### src/rtl/nibble_rtc.sv
module nibble_rtc #(
  parameter int BUSY_CYC = 4
) (
  input  logic       clk,
  input  logic       rst_n,
  input  logic       tick_1hz_en,
  input  logic       tick_64hz_en,
  input  logic [3:0] bus_addr,
  input  logic       bus_we,
  input  logic [3:0] bus_wdata,
  output logic [3:0] bus_rdata,
  output logic       irq_out
);
  localparam int BW = $clog2(BUSY_CYC + 1);

  logic [3:0] sec_u, min_u, hr_u, day_u, mon_u, yr_u, yr_t;
  logic [2:0] sec_t, min_t, wday;
  logic [1:0] hr_t, day_t;
  logic       mon_t, pm;
  logic       adj_req, irq_flag, hold, pend;
  logic [3:0] ctl_e, ctl_f;
  logic [BW-1:0] busy_cnt;

  function automatic logic [6:0] b2(input logic [3:0] t, input logic [3:0] u);
    return 7'(t) * 7'd10 + 7'(u);
  endfunction

  function automatic logic [7:0] tob(input logic [6:0] v);
    logic [6:0] q, r;
    q = v / 7'd10;
    r = v % 7'd10;
    return {q[3:0], r[3:0]};
  endfunction

  wire mode24 = ctl_f[2];
  wire stop   = ctl_f[1];
  wire crst   = ctl_f[0];
  wire wr_d   = bus_we && bus_addr == 4'hD;
  wire busy   = pend || busy_cnt != '0;

  wire [6:0] sec_v = b2({1'b0, sec_t}, sec_u);
  wire [6:0] min_v = b2({1'b0, min_t}, min_u);
  wire [6:0] hr_v  = b2({2'b0, hr_t}, hr_u);
  wire [6:0] day_v = b2({2'b0, day_t}, day_u);
  wire [6:0] mon_v = b2({3'b0, mon_t}, mon_u);
  wire [6:0] yr_v  = b2(yr_t, yr_u);

  wire run_tick   = tick_1hz_en && !stop && !crst;
  wire adj_go     = adj_req && !hold;
  wire apply_step = !hold && !stop && !crst && (pend || tick_1hz_en) && !adj_go;

  logic [6:0] mdays;
  always_comb begin
    case (mon_v)
      7'd2:                      mdays = (yr_v[1:0] == 2'b00) ? 7'd29 : 7'd28;
      7'd4, 7'd6, 7'd9, 7'd11:   mdays = 7'd30;
      default:                   mdays = 7'd31;
    endcase
  end

  wire c_min   = (apply_step && sec_v == 7'd59) || (adj_go && sec_v >= 7'd30);
  wire c_hr    = c_min && min_v == 7'd59;
  wire hr_last = mode24 ? (hr_v == 7'd23) : (pm && hr_v == 7'd11);
  wire c_day   = c_hr && hr_last;
  wire c_mon   = c_day && day_v >= mdays;
  wire c_yr    = c_mon && mon_v >= 7'd12;

  wire [6:0] sec_n = (adj_go || sec_v == 7'd59) ? 7'd0 : sec_v + 7'd1;
  wire [6:0] min_n = (min_v == 7'd59) ? 7'd0 : min_v + 7'd1;
  wire [6:0] hr_n  = mode24 ? ((hr_v >= 7'd23) ? 7'd0 : hr_v + 7'd1)
                            : ((hr_v == 7'd12) ? 7'd1 : hr_v + 7'd1);
  wire       pm_n  = (!mode24 && hr_v == 7'd11) ? !pm : pm;
  wire [6:0] day_n = c_mon ? 7'd1 : day_v + 7'd1;
  wire [6:0] mon_n = (mon_v >= 7'd12) ? 7'd1 : mon_v + 7'd1;
  wire [6:0] yr_n  = (yr_v == 7'd99) ? 7'd0 : yr_v + 7'd1;
  wire [2:0] wday_n = (wday >= 3'd6) ? 3'd0 : wday + 3'd1;

  wire [7:0] sec_nb = tob(sec_n);
  wire [7:0] min_nb = tob(min_n);
  wire [7:0] hr_nb  = tob(hr_n);
  wire [7:0] day_nb = tob(day_n);
  wire [7:0] mon_nb = tob(mon_n);
  wire [7:0] yr_nb  = tob(yr_n);

  logic event_hit;
  always_comb begin
    case (ctl_e[3:2])
      2'b00:   event_hit = tick_64hz_en && !stop;
      2'b01:   event_hit = apply_step;
      2'b10:   event_hit = apply_step && sec_v == 7'd59;
      default: event_hit = apply_step && sec_v == 7'd59 && min_v == 7'd59;
    endcase
  end

  always_ff @(posedge clk or negedge rst_n) begin
    if (!rst_n) begin
      sec_u <= '0; sec_t <= '0; min_u <= '0; min_t <= '0;
      hr_u <= '0; hr_t <= '0; pm <= 1'b0;
      day_u <= 4'd1; day_t <= '0; mon_u <= 4'd1; mon_t <= 1'b0;
      yr_u <= '0; yr_t <= '0; wday <= '0;
    end else begin
      if (apply_step || adj_go) begin
        sec_t <= sec_nb[6:4]; sec_u <= sec_nb[3:0];
      end
      if (crst) begin
        sec_t <= '0; sec_u <= '0;
      end
      if (c_min) begin
        min_t <= min_nb[6:4]; min_u <= min_nb[3:0];
      end
      if (c_hr) begin
        hr_t <= hr_nb[5:4]; hr_u <= hr_nb[3:0]; pm <= pm_n;
      end
      if (c_day) begin
        day_t <= day_nb[5:4]; day_u <= day_nb[3:0]; wday <= wday_n;
      end
      if (c_mon) begin
        mon_t <= mon_nb[4]; mon_u <= mon_nb[3:0];
      end
      if (c_yr) begin
        yr_t <= yr_nb[7:4]; yr_u <= yr_nb[3:0];
      end
      if (bus_we) begin
        case (bus_addr)
          4'h0: sec_u <= bus_wdata;
          4'h1: sec_t <= bus_wdata[2:0];
          4'h2: min_u <= bus_wdata;
          4'h3: min_t <= bus_wdata[2:0];
          4'h4: hr_u  <= bus_wdata;
          4'h5: begin hr_t <= bus_wdata[1:0]; pm <= bus_wdata[2]; end
          4'h6: day_u <= bus_wdata;
          4'h7: day_t <= bus_wdata[1:0];
          4'h8: mon_u <= bus_wdata;
          4'h9: mon_t <= bus_wdata[0];
          4'hA: yr_u  <= bus_wdata;
          4'hB: yr_t  <= bus_wdata;
          4'hC: wday  <= bus_wdata[2:0];
          default: ;
        endcase
      end
    end
  end

  always_ff @(posedge clk or negedge rst_n) begin
    if (!rst_n) begin
      adj_req <= 1'b0; irq_flag <= 1'b0; hold <= 1'b0; pend <= 1'b0;
      ctl_e <= 4'h0; ctl_f <= 4'h4; busy_cnt <= '0;
    end else begin
      if (crst)                            pend <= 1'b0;
      else if (run_tick && (hold || adj_go)) pend <= 1'b1;
      else if (apply_step)                 pend <= 1'b0;

      if (apply_step || adj_go)  busy_cnt <= BW'(BUSY_CYC);
      else if (busy_cnt != '0)   busy_cnt <= busy_cnt - 1'b1;

      if (wr_d)        adj_req <= bus_wdata[3];
      else if (adj_go) adj_req <= 1'b0;

      if (wr_d) hold <= bus_wdata[0];

      if (event_hit)                    irq_flag <= 1'b1;
      else if (!ctl_e[1] && tick_64hz_en) irq_flag <= 1'b0;
      else if (wr_d && !bus_wdata[2])   irq_flag <= 1'b0;

      if (bus_we && bus_addr == 4'hE) ctl_e <= bus_wdata;
      if (bus_we && bus_addr == 4'hF) ctl_f <= bus_wdata;
    end
  end

  always_comb begin
    case (bus_addr)
      4'h0: bus_rdata = sec_u;
      4'h1: bus_rdata = {1'b0, sec_t};
      4'h2: bus_rdata = min_u;
      4'h3: bus_rdata = {1'b0, min_t};
      4'h4: bus_rdata = hr_u;
      4'h5: bus_rdata = {1'b0, pm && !mode24, hr_t};
      4'h6: bus_rdata = day_u;
      4'h7: bus_rdata = {2'b0, day_t};
      4'h8: bus_rdata = mon_u;
      4'h9: bus_rdata = {3'b0, mon_t};
      4'hA: bus_rdata = yr_u;
      4'hB: bus_rdata = yr_t;
      4'hC: bus_rdata = {1'b0, wday};
      4'hD: bus_rdata = {adj_req, irq_flag, busy, hold};
      4'hE: bus_rdata = ctl_e;
      default: bus_rdata = ctl_f;
    endcase
  end

  assign irq_out = irq_flag && !ctl_e[0];


  hold_freeze_chk: assert property (@(posedge clk) disable iff (!rst_n)
    (hold && !bus_we && !crst) |=> $stable({sec_t, sec_u, min_t, min_u, hr_t, hr_u}));


  pend_release_chk: assert property (@(posedge clk) disable iff (!rst_n)
    (pend && !hold && !stop && !crst && !adj_req && !bus_we) |=> !pend);


  adj_selfclear_chk: assert property (@(posedge clk) disable iff (!rst_n)
    (adj_req && !hold && !bus_we) |=> !adj_req);


  crst_sec_zero_chk: assert property (@(posedge clk) disable iff (!rst_n)
    (crst && !bus_we) |=> (sec_u == 4'd0 && sec_t == 3'd0));


  irq_second_set_chk: assert property (@(posedge clk) disable iff (!rst_n)
    (apply_step && ctl_e[3:2] == 2'b01) |=> irq_flag);


  stop_freeze_chk: assert property (@(posedge clk) disable iff (!rst_n)
    (stop && !pend && !adj_req && !bus_we) |=> $stable({sec_t, sec_u}));
endmodule

### config.mk
export PLATFORM = sky130hd
export DESIGN_NAME = nibble_rtc
export DESIGN_NICKNAME = d
export VERILOG_FILES = /design/src/rtl/nibble_rtc.sv
export SDC_FILE = /design/constraint.sdc
export NUM_CORES = 1
export LEC_CHECK = 0
export BUFFER_PORTS_ARGS = -buffer_cell sky130_fd_sc_hd__buf_2
export CAP_MARGIN = 25
export CORE_MARGIN = 2
export CORE_UTILIZATION = 40
export DETAILED_ROUTE_END_ITERATION = 10
export GPL_ROUTABILITY_DRIVEN = 1
export SYNTH_ARGS = -nofsm -noshare
export SYNTH_HDL_FRONTEND = slang
export SYNTH_SLANG_ARGS = --single-unit
### constraint.sdc
create_clock -name clk -period 4.1 [get_ports clk]
set_input_delay 0.82 -clock clk [delete_from_list [all_inputs] [get_ports clk]]
set_output_delay 0.82 -clock clk [all_outputs]
set_load 0.005 [all_outputs]
# Yosys cells after proc, flatten, opt, wreduce, memory -nomap -nowiden
# Index checks and enable logic that the tools add are counted.
# W data, S select, Z words.
# classes
mux	69
eq_ne	28
n_mul	6
n_div	12
reduce_logical	49
order_cmp	5
addsub	14
# op_table
operator	n
$mux W4	22
$pmux W4 S15	1
$mux W7	8
$div A7 B4 Y7 const B	6
$mod A7 B4 Y7 const B	6
$mux W3	13
$add A7 B1 Y7 const B	5
$eq A4 B4 Y1 const B	8
$logic_and A1 B1 Y1	25
$add A7 B4 Y7	3
$mux W1	17
$eq A4 B3 Y1 const B	4
$add A6 B4 Y7	2
$eq A7 B4 Y1 const B	2
$eq A7 B6 Y1 const B	2
$ge A7 B5 Y1 const B	2
$eq A6 B3 Y1 const B	2
$eq A6 B4 Y1 const B	2
$mul A3 B3 Y6 const B	2
$mux W2	6
$mul A2 B3 Y5 const B	2
$logic_not A1 Y1	9
$reduce_bool A3 Y1	3
$eq A4 B2 Y1 const B	2
22 further kinds	29
# totals
output_inout_bits	5
register_bits	58

# Longest topological paths before layout
# depth
word_depth	15
ltp_mapped	22
mapped_depth_nobuf	22

# Worst setup path before layout
# Ideal clock, no wire load.
# synth_timing
path_kind	reg2reg
startpoint	register hr_t[0]
endpoint	register hr_u[1]
setup_ns	0.125
t_arrival_ns	4.237
slack_ns	-0.262
path_buffers	0
synth_period_minus_slack_ns	4.362
path_stages_with_launch	23
path_cell_list	dfrtp_1 ha_1 fa_1 xnor2_1 nor3b_1 xnor3_1 a31oi_1 o21ai_1 o21a_1 ha_1 inv_1 or3_1 a31oi_1 a311oi_1 nor3b_2 nor2_1 xnor2_1 ha_1 nor2b_1 o21ai_0 o311ai_0 a221oi_1 o2bb2ai_1
# synth_via
elab_chain_cells	9
word_cells_on_any_way	12
cone_classes	2 x add/sub; 1 x mul; 1 x div; 1 x order compare; 1 x eq/ne; 6 x mux
# synth_rtl
item	line_no	text
start: declaration	18	logic [1:0] hr_t, day_t;
start signal: assignment	112	hr_t <= hr_nb[5:4]; hr_u <= hr_nb[3:0]; pm <= pm_n;
start signal: assignment	130	4'h5: begin hr_t <= bus_wdata[1:0]; pm <= bus_wdata[2]; end
$mul A2 B3 Y5 *	25	return 7'(t) * 7'd10 + 7'(u);
$add A6 B4 Y7 *	25	
$add A7 B1 Y7, or another cell as far along	70, 71	
$mux W7, on equally long branches	71, 70	
$mux W7 *	70	wire [6:0] hr_n = mode24 ? ((hr_v >= 7'd23) ? 7'd0 : hr_v + 7'd1)
$mod A7 B4 Y7 *	31	r = v % 7'd10;
$mux W4 *	111	if (c_hr) begin
$mux W4	124	case (bus_addr)
$mux W4 *	123	if (bus_we) begin
end signal: assignment	112	
end signal: assignment	129	4'h4: hr_u <= bus_wdata;
end: declaration	16	logic [3:0] sec_u, min_u, hr_u, day_u, mon_u, yr_u, yr_t;
# Mark *: on every way between the ends. The rest lies on a longest branch, timed or not.
# A chain may end at the register's enable or synchronous reset.

# Final worst setup path
# layout_timing
startpoint	register yr_t[1]
endpoint	register yr_u[2]
# layout_via
elab_chain_cells	8
word_cells_on_any_way	9
cone_classes	2 x add/sub; 1 x mul; 1 x div; 1 x eq/ne; 4 x mux
# layout_rtl
item	line_no	text
start: declaration	16	
start signal: assignment	121	yr_t <= yr_nb[7:4]; yr_u <= yr_nb[3:0];
start signal: assignment	136	4'hB: yr_t <= bus_wdata;
$mul A4 B3 Y6 *	25	
$add A7 B4 Y7 *	25	
$add A7 B1 Y7 / $eq A7 B7 Y1 (equally long branches)	75	wire [6:0] yr_n = (yr_v == 7'd99) ? 7'd0 : yr_v + 7'd1;
$mux W7 *	75	
$mod A7 B4 Y7 *	31	
$mux W4 *	120	if (c_yr) begin
$mux W4	124	
$mux W4 *	123	
end signal: assignment	121	
end signal: assignment	135	4'hA: yr_u <= bus_wdata;
end: declaration	16	
# Marks and branches as above.

==> flow_metrics.env <==
export IMPL_synth_simple_gate_area_share_pct=25.0
export IMPL_setup_ws_ns=-0.223
export IMPL_cp_required_ns=4.35
export IMPL_wl_met3_um=1160
export IMPL_clock_latency_ns=0.33
export IMPL_dp_hpwl_um=19000
export IMPL_cp_cell_sequence="ha_1 > ha_2 > inv_2 > fa_2 > nand2b_4 > nor4_4 > o311a_1 > o22ai_2 > or3_4 > or2_1 > a21oi_2 > a211oi_2 > ha_2 > nor2b_1 > o311a_1 > a211oi_2 > o211ai_2 > mux2_4 > a21oi_2"
export IMPL_cts_tree="built"
export IMPL_fin_tns_setup_ns=-1.09
export IMPL_die_w_um=144
export IMPL_grt_overflow=0
export IMPL_cts_buffer_depth=2
export IMPL_cts_buffers=9
export IMPL_cp_start_kind="register"
export IMPL_slew_headroom_pct=41.4
export IMPL_finalSetupViolCount=9
export IMPL_synth_seq_area_share_pct=18.5
export IMPL_status="complete, but fails checks"
export IMPL_synth_edf_count=0
export IMPL_grt_pass1_vias=8287
export IMPL_clk_pin_slew_ns=0.05
export IMPL_hold_path_class="register to register"
export IMPL_synth_compound_area_share_pct=31.9
export IMPL_vias=8603
export IMPL_synth_flop_cell="dfrtp_1"
export IMPL_fmax_mhz=231
export IMPL_synth_mux_area_share_pct=4.64
export IMPL_final_cell_mix="buf_4 (177), nand2_1 (97), nor2_1 (88), a21oi_1 (65), o21ai_0 (63)"
export IMPL_grt_usage_pct=24.4
export IMPL_routedWlPerCell_um=17.2
export IMPL_io_pins=18
export IMPL_cpMaxStageDelayCell="fa_2"
export IMPL_endpoint_kind="register"
export IMPL_synth_cell_type_count=101
export IMPL_fin_crit_ns=4.32
export IMPL_utilization_pct=53.6
export IMPL_drt_iter0_markers=609
export IMPL_grt_start_max_net_pins=38
export IMPL_synthArstFlopShare_pct=100
export IMPL_dieHeight_um=144
export IMPL_route_met2_wl_um=12200
export IMPL_violations="negative setup slack"
export IMPL_synth_top_family_by_area="compound AO/OA/AOI/OAI gates"
export IMPL_n_fill_cell=1859
export IMPL_yosys_warnings=0
export IMPL_clock_skew_ns=0.00835
export IMPL_worst_pin_slew_ns=0.879
export IMPL_die_area_sq_mm=0.0208
export IMPL_gp_congestion=0.932
export IMPL_top_layer="met4"
export IMPL_nets=1270
export IMPL_netlist_area_sq_mm=0.00787
export IMPL_layout_drive_gt1_share_pct=30.2
export IMPL_avgSynthCellArea_sq_um=7.65
export IMPL_wirelength_um=25200
export IMPL_synthCells=1028
export IMPL_antenna_left=0
export IMPL_antenna_found_initial=1
export IMPL_initial_core_util_pct=40.6
export IMPL_hold_viol=0
export IMPL_slowest_delay_ns=0.57
export IMPL_layout_commonest_cell="buf_4"
export IMPL_core_region_area_sq_mm=0.0194
export IMPL_grt_pass1_wl_um=41200
export IMPL_synth_xor_area_share_pct=4.87
export IMPL_drv_cap=0
export IMPL_cts_root_buf="clkbuf_16"
export IMPL_hold_ws_ns=0.512
export IMPL_syn_to_final_growth_pct=32.1
export IMPL_crit_fanout=4
export IMPL_drt_met1_wl_um=11300
export IMPL_synth_adder_area_share_pct=10.3
export IMPL_period_share_pct=105
export IMPL_r2r_setup_slack_ns=-0.22
export IMPL_placed_area_sq_mm=0.00935
export IMPL_slew_viol_final=0
export IMPL_io_buffer_count=17
export IMPL_cp_arrival_ns=4.58
export IMPL_drc_errors=0
export IMPL_viasPerCell=5.86
export IMPL_synth_ff_latch_count=58
export IMPL_rows=51
export IMPL_firstDrtPassIters=5
export IMPL_path_class="register to register"
export IMPL_rsz0062_at_grt="true"
export IMPL_cts_sinks=58
export IMPL_htree_levels=3
export IMPL_synth_nets=1102
export IMPL_fin_area_sq_mm=0.0104
[worst max-delay path, delay by kind of cell (launching register included)]
family / cells / cell delay [ns]
and+or+nand+nor: 5 / 0.59
buffers and inverters: 1 / 0.04
muxes: 1 / 0.34
DFF: 1 / 0.39
AOI/OAI and AO/OA: 8 / 1.60
adders and majority gates: 4 / 1.30
[logic make-up after synthesis]
kind of cell | after synthesis
multiplexers | 33
AO/OA/AOI/OAI | 356
buffers and inverters | 88
XOR/XNOR | 38
adder cells (fa/ha/maj) | 61
AND/OR/NAND/NOR | 394
flip-flops | 58
[per-layer routing]
| metal | GRT usage [%] | vias to the layer above |
|---|---|---|
| met5 | 0 | - |
| met4 | 6.13 | 0 |
| met3 | 2.38 | 38 |
| met2 | 42.2 | 255 |
| met1 | 32.6 | 4090 |
| li1 | - | 4220 |
[cell type report]
| cell class | count | area [sq um] | share of cell area [%] |
|---|---|---|---|
| Clock inverter | 2 | 35.0 | 0.337 |
| Antenna cell | 1 | 2.50 | 0.0241 |
| Tap cell | 265 | 332 | 3.19 |
| Clock buffer | 14 | 274 | 2.64 |
| Multi-Input combinational cell | 882 | 6600 | 63.5 |
| Sequential cell | 58 | 1460 | 14.0 |
| Timing Repair Buffer | 204 | 1540 | 14.8 |
| Inverter | 41 | 154 | 1.48 |
[final timing paths]
kind / startpoint / to / depth (start not counted)
setup / recovery: yr_t[1] / yr_u[2] / 19
hold reg to reg: ctl_f[3] / ctl_f[3] / 1
max in group asynchronous: rst_n / ctl_e[2] / 2
setup reg to reg: yr_t[1] / yr_u[2] / 19
min in group asynchronous: rst_n / sec_t[2] / 1
hold / removal: ctl_f[3] / ctl_f[3] / 1
[stage by stage]
step                setup WS [ns]  cells
CTS                        -0.202   1459
global route               -0.420   1467
global placement           -0.211   1418
floorplan                 -0.0770   1028
finish                     -0.223   1467
detailed placement         -0.315   1418
[registers in the layout (all words and copies together), names as in the netlist]
name,count
sec_t,3
wday,3
ctl_e,4
min_u,4
mon_u,4
sec_u,4
mon_t,1
pm,1
pend,1
irq_flag,1
adj_req,1
hold,1
day_u,4
day_t,2
yr_u,4
min_t,3
hr_t,2
yr_t,4
busy_cnt,3
hr_u,4
ctl_f,4
[repair_timing]
item / CTS / global route
pin swaps: 40 / 45
resized for setup: 46 / 53
buffers inserted: 27 / 8
hold buffers: 0 / 0
endpoints found under the setup margin: 9 / 19
[synth_stat cells, types with 14 or more instances]
library cell | count | area [sq um]
a21o_1 | 16 | 120
a21oi_1 | 71 | 355
a31oi_1 | 17 | 106
and3_1 | 17 | 106
clkbuf_1 | 30 | 113
dfrtp_1 | 55 | 1380
ha_1 | 55 | 688
inv_1 | 41 | 154
mux2_2 | 16 | 180
mux2i_1 | 14 | 140
nand2_1 | 98 | 368
nand2b_1 | 14 | 87.6
nand3_1 | 48 | 240
nor2_1 | 91 | 342
nor2b_1 | 19 | 119
nor3_1 | 29 | 145
o211ai_1 | 16 | 120
o21ai_0 | 72 | 360
or3_1 | 14 | 87.6
xnor2_1 | 23 | 201
Power is left out: the tool's default activity adds up to more than one toggle a clock period on the data nets, which glitch-free logic cannot reach.
